**src/rtl/tlp_pkg.sv**
```systemverilog
package tlp_pkg;

   localparam logic [2:0] OFS_DATA  = 3'd0;
   localparam logic [2:0] OFS_DMA   = 3'd1;
   localparam logic [2:0] OFS_MODE  = 3'd2;
   localparam logic [2:0] OFS_PRE_L = 3'd3;
   localparam logic [2:0] OFS_PRE_H = 3'd4;
   localparam logic [2:0] OFS_MN_L  = 3'd5;
   localparam logic [2:0] OFS_MN_H  = 3'd6;
   localparam logic [2:0] OFS_CTRL  = 3'd7;

   localparam logic [1:0] MODE_PRE_ON = 2'b01;
   localparam logic [7:0] DMA_KEY     = 8'hFF;

   typedef enum logic [2:0] {
      ST_IDLE,
      ST_WAIT,
      ST_PRE,
      ST_GAP,
      ST_MAIN
   } tlp_state_e;

endpackage

```
**src/rtl/tlp_regs.sv**
```systemverilog
module tlp_regs
   import tlp_pkg::*;
#(
   parameter int CNT_W = 16
) (
   input  logic             clk,
   input  logic             rst_n,
   input  logic             we,
   input  logic [2:0]       addr,
   input  logic [7:0]       wdata,
   output logic [7:0]       rdata,
   input  logic [2:0]       status,
   output logic             drq,
   output logic             buf_we,
   output logic             go,
   output logic             clr_err,
   output logic             pre_en,
   output logic [CNT_W-1:0] pre_w,
   output logic [CNT_W-1:0] main_w
);

   localparam int HW = CNT_W - 8;

   generate
      if (CNT_W < 9 || CNT_W > 16) begin : g_bad_cnt_w
         $error("tlp_regs: CNT_W must lie in 9..16");
      end
   endgenerate

   logic [1:0]    mode_q;
   logic [7:0]    pre_lo_q, main_lo_q;
   logic [HW-1:0] pre_hi_q, main_hi_q;
   logic          drq_q;

   always_ff @(posedge clk or negedge rst_n) begin
      if (!rst_n) begin
         mode_q    <= '0;
         pre_lo_q  <= '0;
         pre_hi_q  <= '0;
         main_lo_q <= '0;
         main_hi_q <= '0;
         drq_q     <= 1'b0;
      end else begin
         drq_q <= we && (addr == OFS_DMA) && (wdata == DMA_KEY);
         if (we) begin
            case (addr)
               OFS_MODE:  mode_q    <= wdata[1:0];
               OFS_PRE_L: pre_lo_q  <= wdata;
               OFS_PRE_H: pre_hi_q  <= wdata[HW-1:0];
               OFS_MN_L:  main_lo_q <= wdata;
               OFS_MN_H:  main_hi_q <= wdata[HW-1:0];
               default:   ;
            endcase
         end
      end
   end

   assign drq     = drq_q;
   assign buf_we  = we && (addr == OFS_DATA);
   assign go      = we && (addr == OFS_CTRL) && wdata[0];
   assign clr_err = we && (addr == OFS_CTRL) && wdata[1];
   assign pre_en  = (mode_q == MODE_PRE_ON);
   assign pre_w   = {pre_hi_q, pre_lo_q};
   assign main_w  = {main_hi_q, main_lo_q};

   always_comb begin
      case (addr)
         OFS_MODE:  rdata = {6'd0, mode_q};
         OFS_PRE_L: rdata = pre_lo_q;
         OFS_PRE_H: rdata = 8'(pre_hi_q);
         OFS_MN_L:  rdata = main_lo_q;
         OFS_MN_H:  rdata = 8'(main_hi_q);
         OFS_CTRL:  rdata = {5'd0, status};
         default:   rdata = 8'd0;
      endcase
   end

endmodule

```
**src/rtl/tlp_linebuf.sv**
```systemverilog
module tlp_linebuf #(
   parameter int BYTES = 4,
   localparam int IW = $clog2(BYTES),
   localparam int PW = $clog2(BYTES + 1)
) (
   input  logic          clk,
   input  logic          rst_n,
   input  logic          we,
   input  logic [7:0]    wdata,
   input  logic          rel,
   input  logic [IW-1:0] rd_idx,
   output logic [7:0]    rd_byte,
   output logic          full
);

   generate
      if (BYTES < 2 || BYTES > 256) begin : g_bad_bytes
         $error("tlp_linebuf: BYTES must lie in 2..256");
      end
   endgenerate

   logic [7:0]    mem [BYTES];
   logic [PW-1:0] wptr_q;

   assign full    = (wptr_q == PW'(BYTES));
   assign rd_byte = mem[rd_idx];

   always_ff @(posedge clk or negedge rst_n) begin
      if (!rst_n) begin
         wptr_q <= '0;
      end else if (rel) begin
         wptr_q <= we ? PW'(1) : '0;
      end else if (we && !full) begin
         wptr_q <= wptr_q + PW'(1);
      end
   end

   always_ff @(posedge clk) begin
      if (rel && we) begin
         mem[0] <= wdata;
      end else if (we && !full) begin
         mem[wptr_q[IW-1:0]] <= wdata;
      end
   end

endmodule

```
**src/rtl/tlp_shift.sv**
```systemverilog
module tlp_shift #(
   parameter int BYTES     = 4,
   parameter bit MSB_FIRST = 1'b1,
   localparam int TOT = BYTES * 16,
   localparam int CW  = $clog2(TOT),
   localparam int IW  = $clog2(BYTES)
) (
   input  logic          clk,
   input  logic          rst_n,
   input  logic          start,
   input  logic [7:0]    rd_byte,
   output logic [IW-1:0] rd_idx,
   output logic          hd_clk,
   output logic          hd_dat,
   output logic          busy,
   output logic          done
);

   logic [CW-1:0] cnt_q;
   logic          busy_q;
   logic          last;
   logic [2:0]    bit_sel;
   logic          pick;

   assign last    = (cnt_q == CW'(TOT - 1));
   assign bit_sel = cnt_q[3:1];
   assign rd_idx  = IW'(cnt_q >> 4);

   generate
      if (MSB_FIRST) begin : g_msb
         assign pick = rd_byte[3'd7 - bit_sel];
      end else begin : g_lsb
         assign pick = rd_byte[bit_sel];
      end
   endgenerate

   always_ff @(posedge clk or negedge rst_n) begin
      if (!rst_n) begin
         busy_q <= 1'b0;
         cnt_q  <= '0;
      end else if (!busy_q) begin
         if (start) begin
            busy_q <= 1'b1;
            cnt_q  <= '0;
         end
      end else if (last) begin
         busy_q <= 1'b0;
      end else begin
         cnt_q <= cnt_q + CW'(1);
      end
   end

   assign busy   = busy_q;
   assign done   = busy_q && last;
   assign hd_clk = busy_q && cnt_q[0];
   assign hd_dat = busy_q && pick;

endmodule

```
**src/rtl/tlp_ctrl.sv**
```systemverilog
module tlp_ctrl
   import tlp_pkg::*;
#(
   parameter int CNT_W = 16
) (
   input  logic             clk,
   input  logic             rst_n,
   input  logic             go,
   input  logic             clr_err,
   input  logic             pre_en,
   input  logic [CNT_W-1:0] pre_w,
   input  logic [CNT_W-1:0] main_w,
   input  logic             feed_ok,
   input  logic             buf_full,
   input  logic             sh_busy,
   input  logic             sh_done,
   output logic             sh_start,
   output logic             buf_rel,
   output logic             hd_lat,
   output logic             stb,
   output logic             stb_pre,
   output logic             err,
   output logic             line_rdy
);

   tlp_state_e       state_q, state_d;
   logic [CNT_W-1:0] cnt_q, cnt_d;
   logic             err_q, head_ok_q, pend_q, sha_q, shifted_q;
   logic             idle_like, trig_a, sh_again, lat_norm, lat_gap;

   assign idle_like = (state_q == ST_IDLE) || (state_q == ST_WAIT);
   assign trig_a    = buf_full && !shifted_q && !sh_busy && !pend_q && !head_ok_q
                      && (state_q != ST_PRE) && (state_q != ST_GAP);
   assign lat_norm  = pend_q && idle_like;

   always_comb begin
      state_d  = state_q;
      cnt_d    = cnt_q;
      sh_again = 1'b0;
      buf_rel  = 1'b0;
      lat_gap  = 1'b0;
      case (state_q)
         ST_IDLE: if (go) state_d = ST_WAIT;
         ST_WAIT: begin
            if (head_ok_q && feed_ok) begin
               if (pre_en) begin
                  state_d  = ST_PRE;
                  cnt_d    = pre_w;
                  sh_again = 1'b1;
               end else begin
                  state_d = ST_MAIN;
                  cnt_d   = main_w;
                  buf_rel = 1'b1;
               end
            end
         end
         ST_PRE: begin
            if (cnt_q <= CNT_W'(1)) state_d = ST_GAP;
            else                    cnt_d   = cnt_q - CNT_W'(1);
         end
         ST_GAP: begin
            if (!sh_busy) begin
               lat_gap = 1'b1;
               state_d = ST_MAIN;
               cnt_d   = main_w;
               buf_rel = 1'b1;
            end
         end
         ST_MAIN: begin
            if (cnt_q <= CNT_W'(1)) state_d = ST_IDLE;
            else                    cnt_d   = cnt_q - CNT_W'(1);
         end
         default: state_d = ST_IDLE;
      endcase
   end

   always_ff @(posedge clk or negedge rst_n) begin
      if (!rst_n) begin
         state_q   <= ST_IDLE;
         cnt_q     <= '0;
         err_q     <= 1'b0;
         head_ok_q <= 1'b0;
         pend_q    <= 1'b0;
         sha_q     <= 1'b0;
         shifted_q <= 1'b0;
      end else begin
         state_q <= state_d;
         cnt_q   <= cnt_d;
         if (go && (state_q != ST_IDLE)) err_q <= 1'b1;
         else if (clr_err)               err_q <= 1'b0;
         if (buf_rel)       head_ok_q <= 1'b0;
         else if (lat_norm) head_ok_q <= 1'b1;
         if (lat_norm)              pend_q <= 1'b0;
         else if (sh_done && sha_q) pend_q <= 1'b1;
         if (trig_a)       sha_q <= 1'b1;
         else if (sh_done) sha_q <= 1'b0;
         if (buf_rel)     shifted_q <= 1'b0;
         else if (trig_a) shifted_q <= 1'b1;
      end
   end

   assign sh_start = trig_a || sh_again;
   assign hd_lat   = lat_norm || lat_gap;
   assign stb      = (state_q == ST_PRE) || (state_q == ST_MAIN);
   assign stb_pre  = (state_q == ST_PRE);
   assign err      = err_q;
   assign line_rdy = head_ok_q;

endmodule

```
**src/rtl/tlp_seq.sv**
```systemverilog
module tlp_seq #(
   parameter int LINE_BYTES = 4,
   parameter int CNT_W      = 16,
   parameter bit MSB_FIRST  = 1'b1
) (
   input  logic       clk,
   input  logic       rst_n,
   input  logic       cpu_we,
   input  logic [2:0] cpu_addr,
   input  logic [7:0] cpu_wdata,
   output logic [7:0] cpu_rdata,
   output logic       drq,
   input  logic       feed_ok,
   output logic       hd_clk,
   output logic       hd_dat,
   output logic       hd_lat,
   output logic       stb,
   output logic       stb_pre
);

   localparam int IW = $clog2(LINE_BYTES);

   logic             buf_we, go, clr_err, pre_en;
   logic [CNT_W-1:0] pre_w, main_w;
   logic             buf_full, buf_rel;
   logic [IW-1:0]    rd_idx;
   logic [7:0]       rd_byte;
   logic             sh_start, sh_busy, sh_done;
   logic             err, line_rdy;
   logic [2:0]       status;

   assign status = {line_rdy, err, stb};

   tlp_regs #(.CNT_W(CNT_W)) u_regs (
      .clk     (clk),
      .rst_n   (rst_n),
      .we      (cpu_we),
      .addr    (cpu_addr),
      .wdata   (cpu_wdata),
      .rdata   (cpu_rdata),
      .status  (status),
      .drq     (drq),
      .buf_we  (buf_we),
      .go      (go),
      .clr_err (clr_err),
      .pre_en  (pre_en),
      .pre_w   (pre_w),
      .main_w  (main_w)
   );

   tlp_linebuf #(.BYTES(LINE_BYTES)) u_buf (
      .clk     (clk),
      .rst_n   (rst_n),
      .we      (buf_we),
      .wdata   (cpu_wdata),
      .rel     (buf_rel),
      .rd_idx  (rd_idx),
      .rd_byte (rd_byte),
      .full    (buf_full)
   );

   tlp_shift #(.BYTES(LINE_BYTES), .MSB_FIRST(MSB_FIRST)) u_shift (
      .clk     (clk),
      .rst_n   (rst_n),
      .start   (sh_start),
      .rd_byte (rd_byte),
      .rd_idx  (rd_idx),
      .hd_clk  (hd_clk),
      .hd_dat  (hd_dat),
      .busy    (sh_busy),
      .done    (sh_done)
   );

   tlp_ctrl #(.CNT_W(CNT_W)) u_ctrl (
      .clk      (clk),
      .rst_n    (rst_n),
      .go       (go),
      .clr_err  (clr_err),
      .pre_en   (pre_en),
      .pre_w    (pre_w),
      .main_w   (main_w),
      .feed_ok  (feed_ok),
      .buf_full (buf_full),
      .sh_busy  (sh_busy),
      .sh_done  (sh_done),
      .sh_start (sh_start),
      .buf_rel  (buf_rel),
      .hd_lat   (hd_lat),
      .stb      (stb),
      .stb_pre  (stb_pre),
      .err      (err),
      .line_rdy (line_rdy)
   );

endmodule

```
**config.mk**
```make
export PLATFORM = sky130hd
export DESIGN_NAME = tlp_seq
export DESIGN_NICKNAME = d
export VERILOG_FILES = /design/src/rtl/tlp_pkg.sv /design/src/rtl/tlp_regs.sv /design/src/rtl/tlp_linebuf.sv /design/src/rtl/tlp_shift.sv /design/src/rtl/tlp_ctrl.sv /design/src/rtl/tlp_seq.sv
export SDC_FILE = /design/constraint.sdc
export NUM_CORES = 1
export LEC_CHECK = 0
export CAP_MARGIN = 25
export CORE_MARGIN = 1
export CORE_UTILIZATION = 61
export CTS_BUF_LIST = sky130_fd_sc_hd__clkbuf_2 sky130_fd_sc_hd__clkbuf_4 sky130_fd_sc_hd__clkbuf_8
export DETAILED_ROUTE_END_ITERATION = 10
export GPL_TIMING_DRIVEN = 0
export PLACE_DENSITY = 0.84
export SLEW_MARGIN = 15
export SYNTH_ARGS = -nofsm -noshare
export SYNTH_HDL_FRONTEND = slang
export SYNTH_SLANG_ARGS = --single-unit
```
**constraint.sdc**
```tcl
create_clock -name clk -period 4.4 [get_ports clk]
set_input_delay 0.66 -clock clk [delete_from_list [all_inputs] [get_ports clk]]
set_output_delay 0.66 -clock clk [all_outputs]
set_load 0.02 [all_outputs]
```
==> results.json <==
{
  "cts_resized": 0,
  "cts_post_setup_buffers_inserted": 0,
  "worst_skew_pair.late_latency_ns": 0.37,
  "status": "finished clean",
  "maxSlewHeadroom": 0.4357,
  "final_standard_cell_utilization_of_the_core": 0.7074,
  "clk_pin_slew_worst_paths_ns": 0.11,
  "timing.hold.worst.class": "in2async",
  "detailedRoute.firstIterationViolations": 281,
  "final_layout_size_suffix_gt1_frac": 0.1918,
  "finalNetCount": 505,
  "drt_drc_violations_left": 0,
  "yosysUniqueCellTypes": 73,
  "global_route_wire_length_before_repair_um": 19090,
  "worst_pin_slew_ns": 0.8464,
  "die_height_um": 94.42,
  "finalCritPeriodShare": 0.8477,
  "async_reset_ff_frac": 0.6832,
  "cp-start-kind": "primary input",
  "synth.yosys.warnings": 0,
  "grt_util_all_layers": 0.2884,
  "final_max_slew_viol_count": 0,
  "postRouteAntennaNets": 0,
  "design.die.area_sq_mm": 0.008914,
  "final_hold_viol_count": 0,
  "place.gp.congestion": 0.9396,
  "area.growth.synth_to_final_pct": 12.13,
  "number_of_global_route_vias_before_repair": 3743,
  "core_area_sq_mm": 0.008258,
  "synth_area_leader_cell": "dfrtp_1",
  "synth_seq_cells": 101,
  "fmax_achieved_mhz": 268.1,
  "timing.critical_path.to_type": "output port",
  "syn-mean-instance-area_sq_um": 11.73,
  "cts_buffer_depth": 2,
  "finalWorstPathRequiredPeriod_ns": 3.730,
  "clock_skews_ns": 0.01174,
  "synth.yosys.seq_area_share": 0.5159,
  "synth_enable_flop_cells": 32,
  "dp.final_hpwl_um": 8502,
  "timing.setup.critical_path_class": "in2out",
  "placement.io_buffers": 28,
  "r2r.worst_path.cells": 4,
  "fillerInstances": 582,
  "number_of_clock_sinks": 101,
  "synth_nets": 464,
  "leakagePower_nw": 2.228,
  "cts_tree": "yes",
  "htree_num_levels": 3,
  "num_antenna_cells": 0,
  "gr-total-overflow": 0,
  "initial_utilization": 0.6309,
  "numCtsBuffers": 9,
  "power.ir.vdd_worst_v": 0.0003549,
  "num_rows": 33,
  "timing.critical_path.required_ns": 3.74,
  "dr.pass1.iters": 5,
  "finalSetupTns_ns": 0,
  "timing.max_cap.violations": 0,
  "io_pins": 29,
  "cts_stage_hold_buffer_count": 0,
  "yosys.area.top_type_share": 0.3314,
  "synth.cell_area_sq_mm": 0.005210,
  "postSynthCellCount": 444,
  "synthTopCellsByArea": "dfrtp_1 33%, edfxtp_1 18%, mux2_2 8.9%",
  "power_per_cell_area_mw_per_mm2": 578.3,
  "setup_viol": 0,
  "critical_path.max_fanout": 10,
  "die_width_um": 94.42,
  "rsz0062_at_grt": "false",
  "clockRootBuffer": "clkbuf_8",
  "post_drt_via_cell_ratio": 6.546,
  "grt_start_max_net_pins": 57,
  "via_count": 3895,
  "routed_wire_length_per_instance_um": 20.27,
  "route.final.wire_length_um": 12060,
  "grt_antenna_before_repair": 0,
  "worst-endpoint-arrival_ns": 3.07,
  "fin_worst_hold_slack_ns": 0.1237,
  "synth_flop_cell": "dfrtp_1"
}
==> worst max-delay path, cell delays in order <==
cell and delay [ns]:
clkdlybuf4s50_1 0.58, clkbuf_1 0.39, clkbuf_1 0.45, a221oi_1 0.13
a21oi_1 0.22, clkdlybuf4s50_1 0.64
==> cell families after synthesis <==
kind of cell	count (synthesis)	share of synthesized area
AOI/OAI and AO/OA	115	0.1535
xor gates and xnor gates	2	0.003363
adders and majority gates	5	0.01201
buffers and inverters	35	0.03242
DFF	101	0.5159
muxes	61	0.1439
and+or+nand+nor	125	0.1390
==> cell usage in the layout (no fill, tap or decap), types with 11 or more instances in the layout <==
cell type and count:
o21ai_1 11, dfrtp_1 69, nor2_1 23, nand2_1 26
a21oi_1 18, o21ai_0 19, nand3_1 11, mux2_2 41
edfxtp_1 32, mux2i_1 13, clkdlybuf4s50_1 27, clkbuf_1 11
==> stage by stage <==
stage	total power, mW	setup WS (ns)	std cells	cell area, sq um
6_report	3.378	0.6702	595	5842
5_1_grt	3.571	0.6297	595	5842
4_1_cts	3.359	0.7275	595	5842
3_5_place_dp	2.793	0.7706	579	5652
3_3_place_gp	2.745	0.3501	577	5622
2_1_floorplan	2.375	1.899	444	5210
==> synthesized netlist by cell type, types with 4 or more instances <==
master / instances
nor4_1: 4
and2_1: 5
ha_1: 5
nand2_1: 26
mux2_2: 41
o21ai_1: 11
a22o_1: 8
inv_1: 9
dfrtp_1: 69
a21oi_1: 18
clkbuf_1: 11
mux2i_1: 13
mux4_2: 7
nand4_1: 8
buf_2: 9
o31ai_1: 9
nor3_1: 9
nand3_1: 11
a22oi_1: 5
a31oi_1: 6
nor2_1: 23
o21a_1: 4
a221oi_1: 8
edfxtp_1: 32
o21ai_0: 19
nor2b_1: 5
nand2b_1: 7
==> sequential cells by signal, summed over array words and instances (netlist names), 3 cells and up <==
signal and cells:
u_regs.pre_lo_q 8, u_regs.main_hi_q 8, u_regs.main_lo_q 8, u_ctrl.cnt_q 16, u_regs.pre_hi_q 8, u_ctrl.state_q 3, u_buf.mem 32, u_shift.cnt_q 6
u_buf.wptr_q 3
==> power breakdown <==
group	switching [mW]	internal (mW)	total, mW
registers	0.200	1.18	1.38
logic	0.820	0.606	1.43
clock network	0.355	0.219	0.574
total	1.38	2.00	3.38
==> routing by layer <==
metal | vias to the layer above | global-route usage | wire length, um | share of wire
met5 | - | 0 | 0 | 0
met4 | 0 | 0.1295 | 335 | 0.028
met3 | 23 | 0.03543 | 675 | 0.056
met2 | 156 | 0.4801 | 5982 | 0.50
met1 | 1941 | 0.3797 | 5064 | 0.42
li1 | 1775 | - | - | -
==> layout make-up <==
type	instances	area, sq um	area share
buffer	25	131.4	0.02249
clock buffer	9	123.9	0.02120
clock inverter	7	66.31	0.01135
inverter	10	37.54	0.006425
multi-input combinational	308	2354	0.4029
sequential	101	2688	0.4601
tap	105	131.4	0.02249
timing repair buffer	30	310.3	0.05312
==> final timing paths <==
| kind | slack, ns | to | start |
|---|---|---|---|
| worst max register to register | 2.02 | u_buf.mem[0][7]$_DFFE_PP_ | u_ctrl.state_q[1]$_DFFE_PN0P_ |
| worst min register to register | 0.50 | u_ctrl.sha_q$_DFFE_PN0P_ | u_ctrl.sha_q$_DFFE_PN0P_ |
| worst min-delay path | 0.12 | u_shift.busy$_DFF_PN0_ | rst_n |
| min in group clk | 0.50 | u_ctrl.sha_q$_DFFE_PN0P_ | u_ctrl.sha_q$_DFFE_PN0P_ |
| max in group asynchronous | 3.73 | u_ctrl.cnt_q[5]$_DFFE_PN0P_ | rst_n |
| worst max-delay path | 0.67 | cpu_rdata[1] | cpu_addr[0] |
No activity file was read; power rests on OpenSTA's default activity.
